`src/rtl/bseq_pkg.sv`:
```
package bseq_pkg;

    localparam int BEAT_W = 2;

    typedef enum logic [2:0] {
        ACT_IDLE,
        ACT_LOAD,
        ACT_DESEL,
        ACT_STEP,
        ACT_HOLD
    } act_e;

    typedef struct packed {
        logic [BEAT_W-1:0] start;
        logic [BEAT_W-1:0] cnt;
    } beat_t;

    function automatic logic [BEAT_W-1:0] beat_lsb(
        input logic [BEAT_W-1:0] start,
        input logic [BEAT_W-1:0] cnt,
        input logic              interleave
    );
        logic [BEAT_W-1:0] res;
        if (interleave) res = start ^ cnt;
        else            res = start + cnt;
        return res;
    endfunction

endpackage

```
`src/rtl/bseq_decode.sv`:
```
module bseq_decode
    import bseq_pkg::*;
(
    input  logic en1_n,
    input  logic en2,
    input  logic en3_n,
    input  logic strb_p_n,
    input  logic strb_c_n,
    input  logic adv_n,
    input  logic sel_q,
    output act_e act
);

    logic all_en;
    logic p_hit;
    logic strobe;

    assign all_en = !en1_n && en2 && !en3_n;
    assign p_hit  = !strb_p_n && !en1_n;
    assign strobe = p_hit || !strb_c_n;

    always_comb begin
        if (strobe)      act = all_en ? ACT_LOAD : ACT_DESEL;
        else if (!sel_q) act = ACT_IDLE;
        else if (adv_n)  act = ACT_HOLD;
        else             act = ACT_STEP;
    end

endmodule

```
`src/rtl/bseq_counter.sv`:
```
module bseq_counter
    import bseq_pkg::*;
(
    input  logic              clk,
    input  logic              rst,
    input  act_e              act,
    input  logic [BEAT_W-1:0] lsb_in,
    output beat_t             beat_q
);

    always_ff @(posedge clk) begin
        if (rst) begin
            beat_q <= '0;
        end else begin
            case (act)
                ACT_LOAD: begin
                    beat_q.start <= lsb_in;
                    beat_q.cnt   <= '0;
                end
                ACT_STEP: beat_q.cnt <= beat_q.cnt + 1'b1;
                default:  beat_q <= beat_q;
            endcase
        end
    end

endmodule

```
`src/rtl/bseq_order.sv`:
```
module bseq_order
    import bseq_pkg::*;
(
    input  beat_t             beat,
    input  logic              interleave,
    output logic [BEAT_W-1:0] lsb
);

    assign lsb = beat_lsb(beat.start, beat.cnt, interleave);

endmodule

```
`src/rtl/bseq_top.sv`:
```
module bseq_top
    import bseq_pkg::*;
#(
    parameter int ADDR_W = 18
) (
    input  logic              clk,
    input  logic              rst,
    input  logic [ADDR_W-1:0] addr_in,
    input  logic              en1_n,
    input  logic              en2,
    input  logic              en3_n,
    input  logic              strb_p_n,
    input  logic              strb_c_n,
    input  logic              adv_n,
    input  logic              ilv_mode,
    output logic [ADDR_W-1:0] addr_out,
    output logic              sel,
    output logic              burst_start,
    output logic              wait_cyc
);

    localparam int UP_W = ADDR_W - BEAT_W;

    act_e              act;
    beat_t             beat_q;
    logic [BEAT_W-1:0] lsb;
    logic [UP_W-1:0]   upper_q;

    bseq_decode u_dec (
        .en1_n    (en1_n),
        .en2      (en2),
        .en3_n    (en3_n),
        .strb_p_n (strb_p_n),
        .strb_c_n (strb_c_n),
        .adv_n    (adv_n),
        .sel_q    (sel),
        .act      (act)
    );

    bseq_counter u_cnt (
        .clk    (clk),
        .rst    (rst),
        .act    (act),
        .lsb_in (addr_in[BEAT_W-1:0]),
        .beat_q (beat_q)
    );

    bseq_order u_ord (
        .beat       (beat_q),
        .interleave (ilv_mode),
        .lsb        (lsb)
    );

    always_ff @(posedge clk) begin
        if (rst) begin
            upper_q     <= '0;
            sel         <= 1'b0;
            burst_start <= 1'b0;
            wait_cyc    <= 1'b0;
        end else begin
            burst_start <= (act == ACT_LOAD);
            wait_cyc    <= (act == ACT_HOLD);
            case (act)
                ACT_LOAD: begin
                    upper_q <= addr_in[ADDR_W-1:BEAT_W];
                    sel     <= 1'b1;
                end
                ACT_DESEL: sel <= 1'b0;
                default:   sel <= sel;
            endcase
        end
    end

    assign addr_out = {upper_q, lsb};

endmodule

```
`config.mk`:
```
export PLATFORM = sky130hd
export DESIGN_NAME = bseq_top
export DESIGN_NICKNAME = d
export VERILOG_FILES = /design/src/rtl/bseq_pkg.sv /design/src/rtl/bseq_decode.sv /design/src/rtl/bseq_counter.sv /design/src/rtl/bseq_order.sv /design/src/rtl/bseq_top.sv
export SDC_FILE = /design/constraint.sdc
export NUM_CORES = 1
export LEC_CHECK = 0
export BUFFER_PORTS_ARGS = -buffer_cell sky130_fd_sc_hd__buf_2
export CORE_MARGIN = 2
export CORE_UTILIZATION = 42
export CTS_CLUSTER_SIZE = 30
export DETAILED_ROUTE_END_ITERATION = 16
export PLACE_DENSITY_LB_ADDON = 0.05
export REMOVE_ABC_BUFFERS = 1
export SYNTH_ARGS = -nofsm -noshare
export SYNTH_HDL_FRONTEND = slang
export SYNTH_HIERARCHICAL = 1
export SYNTH_SLANG_ARGS = --single-unit
```
`constraint.sdc`:
```
create_clock -name clk -period 1.8 [get_ports clk]
set_input_delay 0.54 -clock clk [delete_from_list [all_inputs] [get_ports clk]]
set_output_delay 0.54 -clock clk [all_outputs]
set_load 0.05 [all_outputs]
```
==> results of run 1 <==
## layer usage
| layer | global-route usage (%) | part of all wire, % |
|---|---|---|
| met5 | 0 | 0 |
| met4 | 4.18 | 0.89 |
| met3 | 5.81 | 7.0 |
| met2 | 23.0 | 46 |
| met1 | 17.2 | 46 |
## worst paths after layout
check / depth (start not counted) / endpoint / startpoint
worst max-delay path: 4 / addr_out[1] / u_cnt/beat_q[0]
worst min-delay path: 3 / u_cnt/beat_q[3] / addr_in[1]
worst max register to register: 5 / upper_q[12] / sel
worst min register to register: 2 / upper_q[8] / upper_q[8]
## power by group
group	internal (mW)	total, mW	switching [mW]
Sequential	0.518	0.522	0.00466
Combinational	0.0687	0.147	0.0780
Clock	0.0847	0.239	0.154
## flip-flops by register name, summed over array words and instances (netlist names)
signal,flops
u_cnt/beat_q,4
sel,1
wait_cyc,1
upper_q,16
burst_start,1
## cells in the mapped netlist (all sizes together)
library cell / n / area (µm²)
mux2i: 19 / 190
ha: 1 / 12.5
inv: 1 / 3.75
nor2: 3 / 11.3
o21a: 1 / 7.51
dfxtp: 23 / 460
a21oi: 1 / 5.00
o21ai: 2 / 10.0
nand2b: 33 / 206
buf: 3 / 36.3
o21bai: 1 / 7.51
o22ai: 1 / 6.26
clkbuf: 2 / 7.51
nor2b: 4 / 27.5
and2: 1 / 6.26
and3: 1 / 6.26
or2b: 1 / 7.51
o2bb2ai: 1 / 8.76
xnor2: 2 / 17.5
nor3b: 3 / 43.8
nand4b: 1 / 8.76
o211ai: 1 / 7.51
nor4b: 1 / 8.76
a32o: 1 / 10.0
## logic make-up (layout without fill, tap and decap cells)
group	count (synthesis)	after routing	share of synthesized area, %
compound gates	9	9	5.60
xor+xnor	2	2	1.57
fa+ha+maj	1	1	1.12
buf+inv	6	59	4.25
flops	23	23	41.2
mux	19	19	17.0
simple gates	48	48	29.2
## layout make-up
class                   count  share of cell area [%]
clock buffers               3                    1.53
clock inverters             1                   0.508
repair buffers             54                    20.9
inverters                   1                   0.254
well taps                  30                    2.54
flip-flops and latches     23                    31.4
multi-input cells          79                    42.9
## stage by stage
stage | power, mW | utilization [%] | cells | hold WS (ns)
after detailed placement | 0.678 | 56.4 | 186 | 0.462
after global placement | 0.676 | 56.4 | 186 | 0.455
after global routing | 0.961 | 59.1 | 191 | 0.432
after CTS | 0.921 | 58.5 | 191 | 0.453
after floorplan | 0.616 | - | 103 | 0.464
final | 0.908 | 59.1 | 191 | 0.461
## worst max-delay path, stage by stage (launching register included)
cell and delay [ns]:
dfxtp_2 0.36, ha_2 0.16, nor2b_4 0.15, xnor2_2 0.12, buf_6 0.18
## repair_timing
| action | in CTS | in global routing |
|---|---|---|
| buffers inserted | 1 | 0 |
| setup endpoints to repair | 1 | 2 |
| hold buffers | 0 | 0 |
| resized for setup | 6 | 3 |
| pin swaps | 1 | 1 |
==> impl_metrics.tcl, run 1 <==
set metrics [dict create \
    status "finished, violations left" \
    violations "setup timing" \
    tns_ns -0.0217 \
    drt_iter0_markers 14 \
    timing.final.crit_share_pct 101 \
    grt_max_degree 40 \
    cts_tree "built" \
    cts_buffer_depth 2 \
    coreArea_um2 2500 \
    final_common_cell "buf_2" \
    grt_first_pass_wirelength_um 3530 \
    r2r_slack_ns 0.16 \
    clk_pin_slew_ns 0.13 \
    skew_ns 0.00984 \
    drcViolationCount 0 \
    place_area_um2 1410 \
    start_kind "flip-flop" \
    numCtsBuffers 3 \
    final_area_um2 1480 \
    initial_core_util_pct 44.7 \
    worstPathRequired_ns 1.26 \
    finalCriticalPeriod_ns 1.82 \
    min_path_type "in2reg" \
    arrival_ns 1.28 \
    grt_pass1_vias 857 \
    routedWlPerCell_um 10.6 \
    mostFrequentLayoutCells "buf_2 (45), nand2b_1 (33), dfxtp_1 (21), mux2i_1 (19), buf_4 (6)" \
    worst_slew_pin_slew_ns 0.470 \
    clkLatencyLatePin_ns 0.31 \
    ant_nets 0 \
    powerDensity_nw_per_um2 615 \
    pre_cts_slack_ns -0.0949 \
    hold_viol_final 0 \
    die-area_um2 3090 \
    gp_congestion 0.797 \
    endpoint_kind "output pin" \
    path_class "reg2out" \
    finalWirelength_um 2030 \
    vias 906 \
    die_height_um 55.6 \
    drv_slew 0 \
    synth_cells 108 \
    post_drt_via_cell_ratio 4.74 \
    antenna-diode-count 0 \
    syn-mean-instance-area_um2 10.3 \
    leakage_nw 0.635 \
    place_hpwl_um 1500 \
    pin_count 48 \
    cap_violations 0 \
    fmax_mhz 549 \
    root_buffer "clkbuf_4" \
    cts.sinks 23 \
    antenna_found_initial 0 \
    area_delta_synth_final_pct 32.1 \
    peakVddDrop_mv 0.757 \
    synth-seq-cells 23 \
    ys_types 28 \
    ys_warn_count 6 \
    syn_area_um2 1120 \
    slew-limit-headroom_pct 68.7 \
    fp-row-count 18 \
    grt_usage_pct 14.2 \
    fillers 224 \
    synth_seq_area_share_pct 41.2 \
    num-nets-final 190 \
    rsz0062_at_grt "yes" \
    gr-total-overflow 0 \
    portBuffers 47 \
    drive_gt1_share_pct 42.2 \
    setup_ws_ns -0.0217 \
    htree_levels 1 \
    setup_viol 1 \
    die_w_um 55.6 \
    regArea_um2 463 \
    first_pass_iters 3 \
    cp_max_fo 2 \
    multiInputGateArea_um2 633 \
]
No activity file was read; power rests on OpenSTA's default activity.
==> run 2, diff against run 1 <==
Settings changed: CELL_PAD_IN_SITES_DETAIL_PLACEMENT from default to 1, CELL_PAD_IN_SITES_GLOBAL_PLACEMENT from default to 2, CORE_UTILIZATION 42 to 24.
==> impl_metrics.tcl, run 2 (synthesized netlist as in run 1, its figures left out) <==
set metrics [dict create \
    endpoint_kind "output pin" \
    leakage_nw 0.636 \
    worstPathRequired_ns 1.26 \
    r2r_slack_ns 0.22 \
    initial_core_util_pct 25.3 \
    drt_iter0_markers 25 \
    worstRegToRegCells 5 \
    worstHoldPathCells 2 \
    grt_pass1_vias 1024 \
    hold_viol_final 0 \
    finalNonFillerCells 212 \
    top_register "upper_q" \
    powerDensity_nw_per_um2 659 \
    r2r-start "sel" \
    grt_usage_pct 10.5 \
    cts_tree "built" \
    final_core_util_pct 34.4 \
    reg_top3 "upper_q (16), u_cnt/beat_q (4)" \
    holdCritStartpoint "upper_q[15]" \
    final_area_um2 1520 \
    start_kind "flip-flop" \
    fp-row-count 24 \
    final_common_cell "buf_2" \
    cts_buffer_depth 2 \
    die_w_um 72.2 \
    place_area_um2 1430 \
    first_pass_iters 2 \
    placedCellCount 207 \
    rsz0062_at_grt "yes" \
    drive_gt1_share_pct 41.9 \
    coreArea_um2 4410 \
    htree_levels 1 \
    place_hpwl_um 1870 \
    clkLatencyLatePin_ns 0.27 \
    path_class "reg2out" \
    whs_endpoint "upper_q[15]" \
    slew-limit-headroom_pct 65.1 \
    finalCriticalPeriod_ns 1.79 \
    arrival_ns 1.25 \
    drv_slew 0 \
    cp_max_fo 2 \
    clk_pin_slew_ns 0.09 \
    gr-total-overflow 0 \
    gp_congestion 0.662 \
    mostFrequentLayoutCells "buf_2 (46), nand2b_1 (33), dfxtp_1 (21), mux2i_1 (19), buf_4 (6)" \
    status "finished, final reports clean" \
    die-area_um2 5220 \
    root_buffer "clkbuf_8" \
    peakVddDrop_mv 0.220 \
    vias 945 \
    ctsHoldBuffers 0 \
    grt_max_degree 40 \
    numCtsBuffers 3 \
    grt_first_pass_wirelength_um 4430 \
    routedWlPerCell_um 12.4 \
    setup_viol 0 \
    timing.final.crit_share_pct 99.2 \
    drcViolationCount 0 \
    die_height_um 72.2 \
    antenna-diode-count 0 \
    fmax_mhz 560 \
    min_path_type "reg2reg" \
    portBuffers 47 \
    finalWirelength_um 2630 \
    worst_slew_pin_slew_ns 0.524 \
    cts.sinks 23 \
    num-nets-final 189 \
    antenna_found_initial 0 \
    cap_violations 0 \
    pin_count 48 \
    ant_nets 0 \
    skew_ns 0.00923 \
    rr_endpoint "upper_q[14]" \
    post_drt_via_cell_ratio 4.46 \
    largest_reg_flops 16 \
    area_delta_synth_final_pct 35.8 \
]
==> run 2: cell count changes in the layout (fill, tap and decap cells not counted) <==
cell / previous run / this run
dfxtp_4: 0 / 1
o2bb2ai_1: 1 / 0
xnor2_1: 1 / 2
buf_6: 1 / 0
clkinv_2: 0 / 1
dfxtp_2: 2 / 1
clkbuf_8: 0 / 3
ha_4: 0 / 1
o2bb2ai_2: 0 / 1
buf_2: 45 / 46
clkbuf_4: 4 / 0
xnor2_2: 1 / 0
clkinvlp_4: 1 / 0
ha_2: 1 / 0
==> run 2: area by class of cell <==
class,instances,area (µm²)
fill,522,2900
inverter,1,3.75
clock inverter,1,5.00
sequential,23,465
timing repair buffer,53,295
clock buffer,3,41.3
tap,52,65.1
multi-input combinational,79,642
==> run 2: worst max-delay path by stage <==
| stage | depth (start not counted) | slack, ns | to | start |
|---|---|---|---|---|
| finish | 4 | 0.01 | addr_out[1] | u_cnt/beat_q[0] |
| global route | 4 | -0.04 | addr_out[1] | u_cnt/beat_q[0] |
| CTS | 4 | -0.005 | addr_out[1] | u_cnt/beat_q[0] |
| detailed placement | 7 | -0.13 | u_cnt/beat_q[3] | en1_n |
| global placement | 7 | -0.07 | u_cnt/beat_q[2] | en1_n |
| floorplan | 4 | -0.71 | upper_q[0] | sel |
==> run 2: power by group <==
part / internal (mW) / total (mW) / switching (mW) / leakage, nW
Combinational: 0.0664 / 0.148 / 0.0819 / 0.424
Sequential: 0.516 / 0.521 / 0.00511 / 0.187
Clock: 0.155 / 0.331 / 0.176 / 0.0255
Total: 0.737 / 1.00 / 0.263 / 0.636
==> run 2: per-stage QoR <==
stage                     total power, mW   TNS, ns  setup slack (ns)  hold WS (ns)
final                                1.00         0            0.0136         0.477
after global routing                 1.06   -0.0463           -0.0367         0.498
after CTS                            1.02  -0.00540          -0.00540         0.481
after detailed placement            0.681     -1.98            -0.128         0.463
after global placement              0.676     -1.02           -0.0700         0.456
after floorplan                     0.616    -12.26            -0.706         0.464
==> run 2: routing by layer <==
layer	vias up	part of all wire [%]	global-route usage [%]
met5	-	0	0
met3	5	6.0	2.50
li1	465	-	-
met1	445	43	13.1
met2	30	49	17.6
met4	0	1.5	3.77
==> run 2: what timing repair did <==
action                                  4_1_cts  5_1_grt
buffers inserted                              1        0
pin swaps                                     2        1
gates resized for setup                       8        1
endpoints found under the setup margin        1        8
==> run 2: worst max-delay path, cell delays in order (launching register included) <==
cell,delay (ns)
dfxtp_4,0.36
ha_4,0.14
nor2b_4,0.11
xnor2_1,0.14
buf_4,0.22
==> run 3, diff against run 2 <==
==> constraint.sdc (replaced) <==
create_clock -name clk -period 1.8 [get_ports clk]
set_input_delay 0.27 -clock clk [delete_from_list [all_inputs] [get_ports clk]]
set_output_delay 0.27 -clock clk [all_outputs]
set_load 0.05 [all_outputs]
==> impl_metrics.tcl, run 3 (synthesized netlist as in run 1, its figures left out) <==
set metrics [dict create \
    routedWlPerCell_um 12.2 \
    cp_max_fo 4 \
    cp_slowest_cell "dfxtp_1" \
    largest_reg_flops 16 \
    pin_count 48 \
    die_w_um 72.2 \
    skew_ns 0.000802 \
    mostFrequentLayoutCells "buf_2 (47), nand2b_1 (33), dfxtp_1 (23), mux2i_1 (19)" \
    area_delta_synth_final_pct 30.7 \
    timing.final.crit_share_pct 91.2 \
    reg_top3 "upper_q (16), u_cnt/beat_q (4)" \
    top_register "upper_q" \
    hold_ws_ns 0.262 \
    worst_slew_pin_slew_ns 0.499 \
    clk_pin_slew_ns 0.08 \
    drv_slew 0 \
    cts_buffer_depth 2 \
    die_height_um 72.2 \
    drt_iter0_markers 19 \
    coreArea_um2 4410 \
    grt_max_degree 40 \
    final_core_util_pct 33.1 \
    rsz0062_at_grt "no" \
    status "finished, final reports clean" \
    die-area_um2 5220 \
    cts_tree "built" \
    setup_viol 0 \
    grt_first_pass_wirelength_um 4420 \
    path_cells "ha_1, nor2b_1, xnor2_1, buf_2" \
    cpPeakStageDelay_ns 0.40 \
    arrival_ns 1.37 \
    finalCriticalPeriod_ns 1.64 \
    path_class "reg2out" \
    first_pass_iters 4 \
    grt_usage_pct 10.7 \
    num-nets-final 186 \
    start_kind "flip-flop" \
    startpoint "u_cnt/beat_q[0]" \
    drive_gt1_share_pct 36.9 \
    clkLatencyLatePin_ns 0.26 \
    cts_resized 0 \
    final_common_cell "buf_2" \
    place_hpwl_um 1860 \
    cap_violations 0 \
    htree_levels 1 \
    portBuffers 47 \
    min_path_type "in2reg" \
    gr-total-overflow 0 \
    leakage_nw 0.617 \
    powerDensity_nw_per_um2 674 \
    ctsHoldBuffers 0 \
    numCtsBuffers 3 \
    endpoint_kind "output pin" \
    worstPathRequired_ns 1.53 \
    fmax_mhz 609 \
    vias 908 \
    gp_congestion 0.689 \
    fp-row-count 24 \
    initial_core_util_pct 25.3 \
    antenna_found_initial 0 \
    finalWirelength_um 2540 \
    holdCritStartpoint "addr_in[1]" \
    peakVddDrop_mv 0.238 \
    cts.sinks 23 \
    slew-limit-headroom_pct 66.7 \
    ant_nets 0 \
    drcViolationCount 0 \
    hold_viol_final 0 \
    grt_pass1_vias 1008 \
    post-cts-setup-buffers 0 \
    r2r-start "sel" \
    antenna-diode-count 0 \
    root_buffer "clkbuf_8" \
    post_drt_via_cell_ratio 4.34 \
    tns_ns 0 \
]
==> run 3: path summary, 6_finish.rpt <==
check / endpoint / slack, ns / cells after the start
hold / removal: u_cnt/beat_q[3] / 0.26 / 3
hold reg to reg: upper_q[7] / 0.48 / 2
setup reg to reg: upper_q[3] / 0.18 / 5
setup / recovery: addr_out[1] / 0.16 / 4
==> run 3: layer usage <==
| metal | vias to the layer above | GRT usage, % | wire, µm |
|---|---|---|---|
| met5 | - | 0 | 0 |
| met4 | 0 | 3.14 | 11 |
| met3 | 2 | 2.50 | 148 |
| met2 | 27 | 18.2 | 1220 |
| met1 | 421 | 13.4 | 1160 |
| li1 | 458 | - | - |
==> run 3: cell type report <==
cell class,instances,area (µm²)
multi-input combinational,79,616
fill,533,2950
tap,52,65.1
sequential,23,460
timing repair buffer,50,270
clock buffer,4,45.0
inverter,1,3.75
==> run 3: critical path, delay by kind of cell (launching register included) <==
kind / cells / cell delay, ns
DFF: 1 / 0.40
adders and majority gates: 1 / 0.17
xor gates and xnor gates: 1 / 0.12
buffers and inverters: 1 / 0.27
and+or+nand+nor: 1 / 0.15
==> run 3: where the power goes <==
part	switching (mW)	leakage, nW	internal, mW	total, mW
registers	0.00457	0.186	0.517	0.521
clock network	0.163	0.0228	0.158	0.321
logic	0.0786	0.409	0.0638	0.142
==> run 3: per-stage QoR <==
| step | total power [mW] | setup WS [ns] | instances | instance area (µm²) |
|---|---|---|---|---|
| global placement | 0.675 | 0.135 | 205 | 1420 |
| detailed placement | 0.679 | 0.0866 | 205 | 1420 |
| floorplan | 0.616 | -0.706 | 103 | 1070 |
| global route | 1.05 | 0.00395 | 209 | 1460 |
| finish | 0.985 | 0.158 | 209 | 1460 |
| CTS | 1.02 | 0.132 | 209 | 1460 |
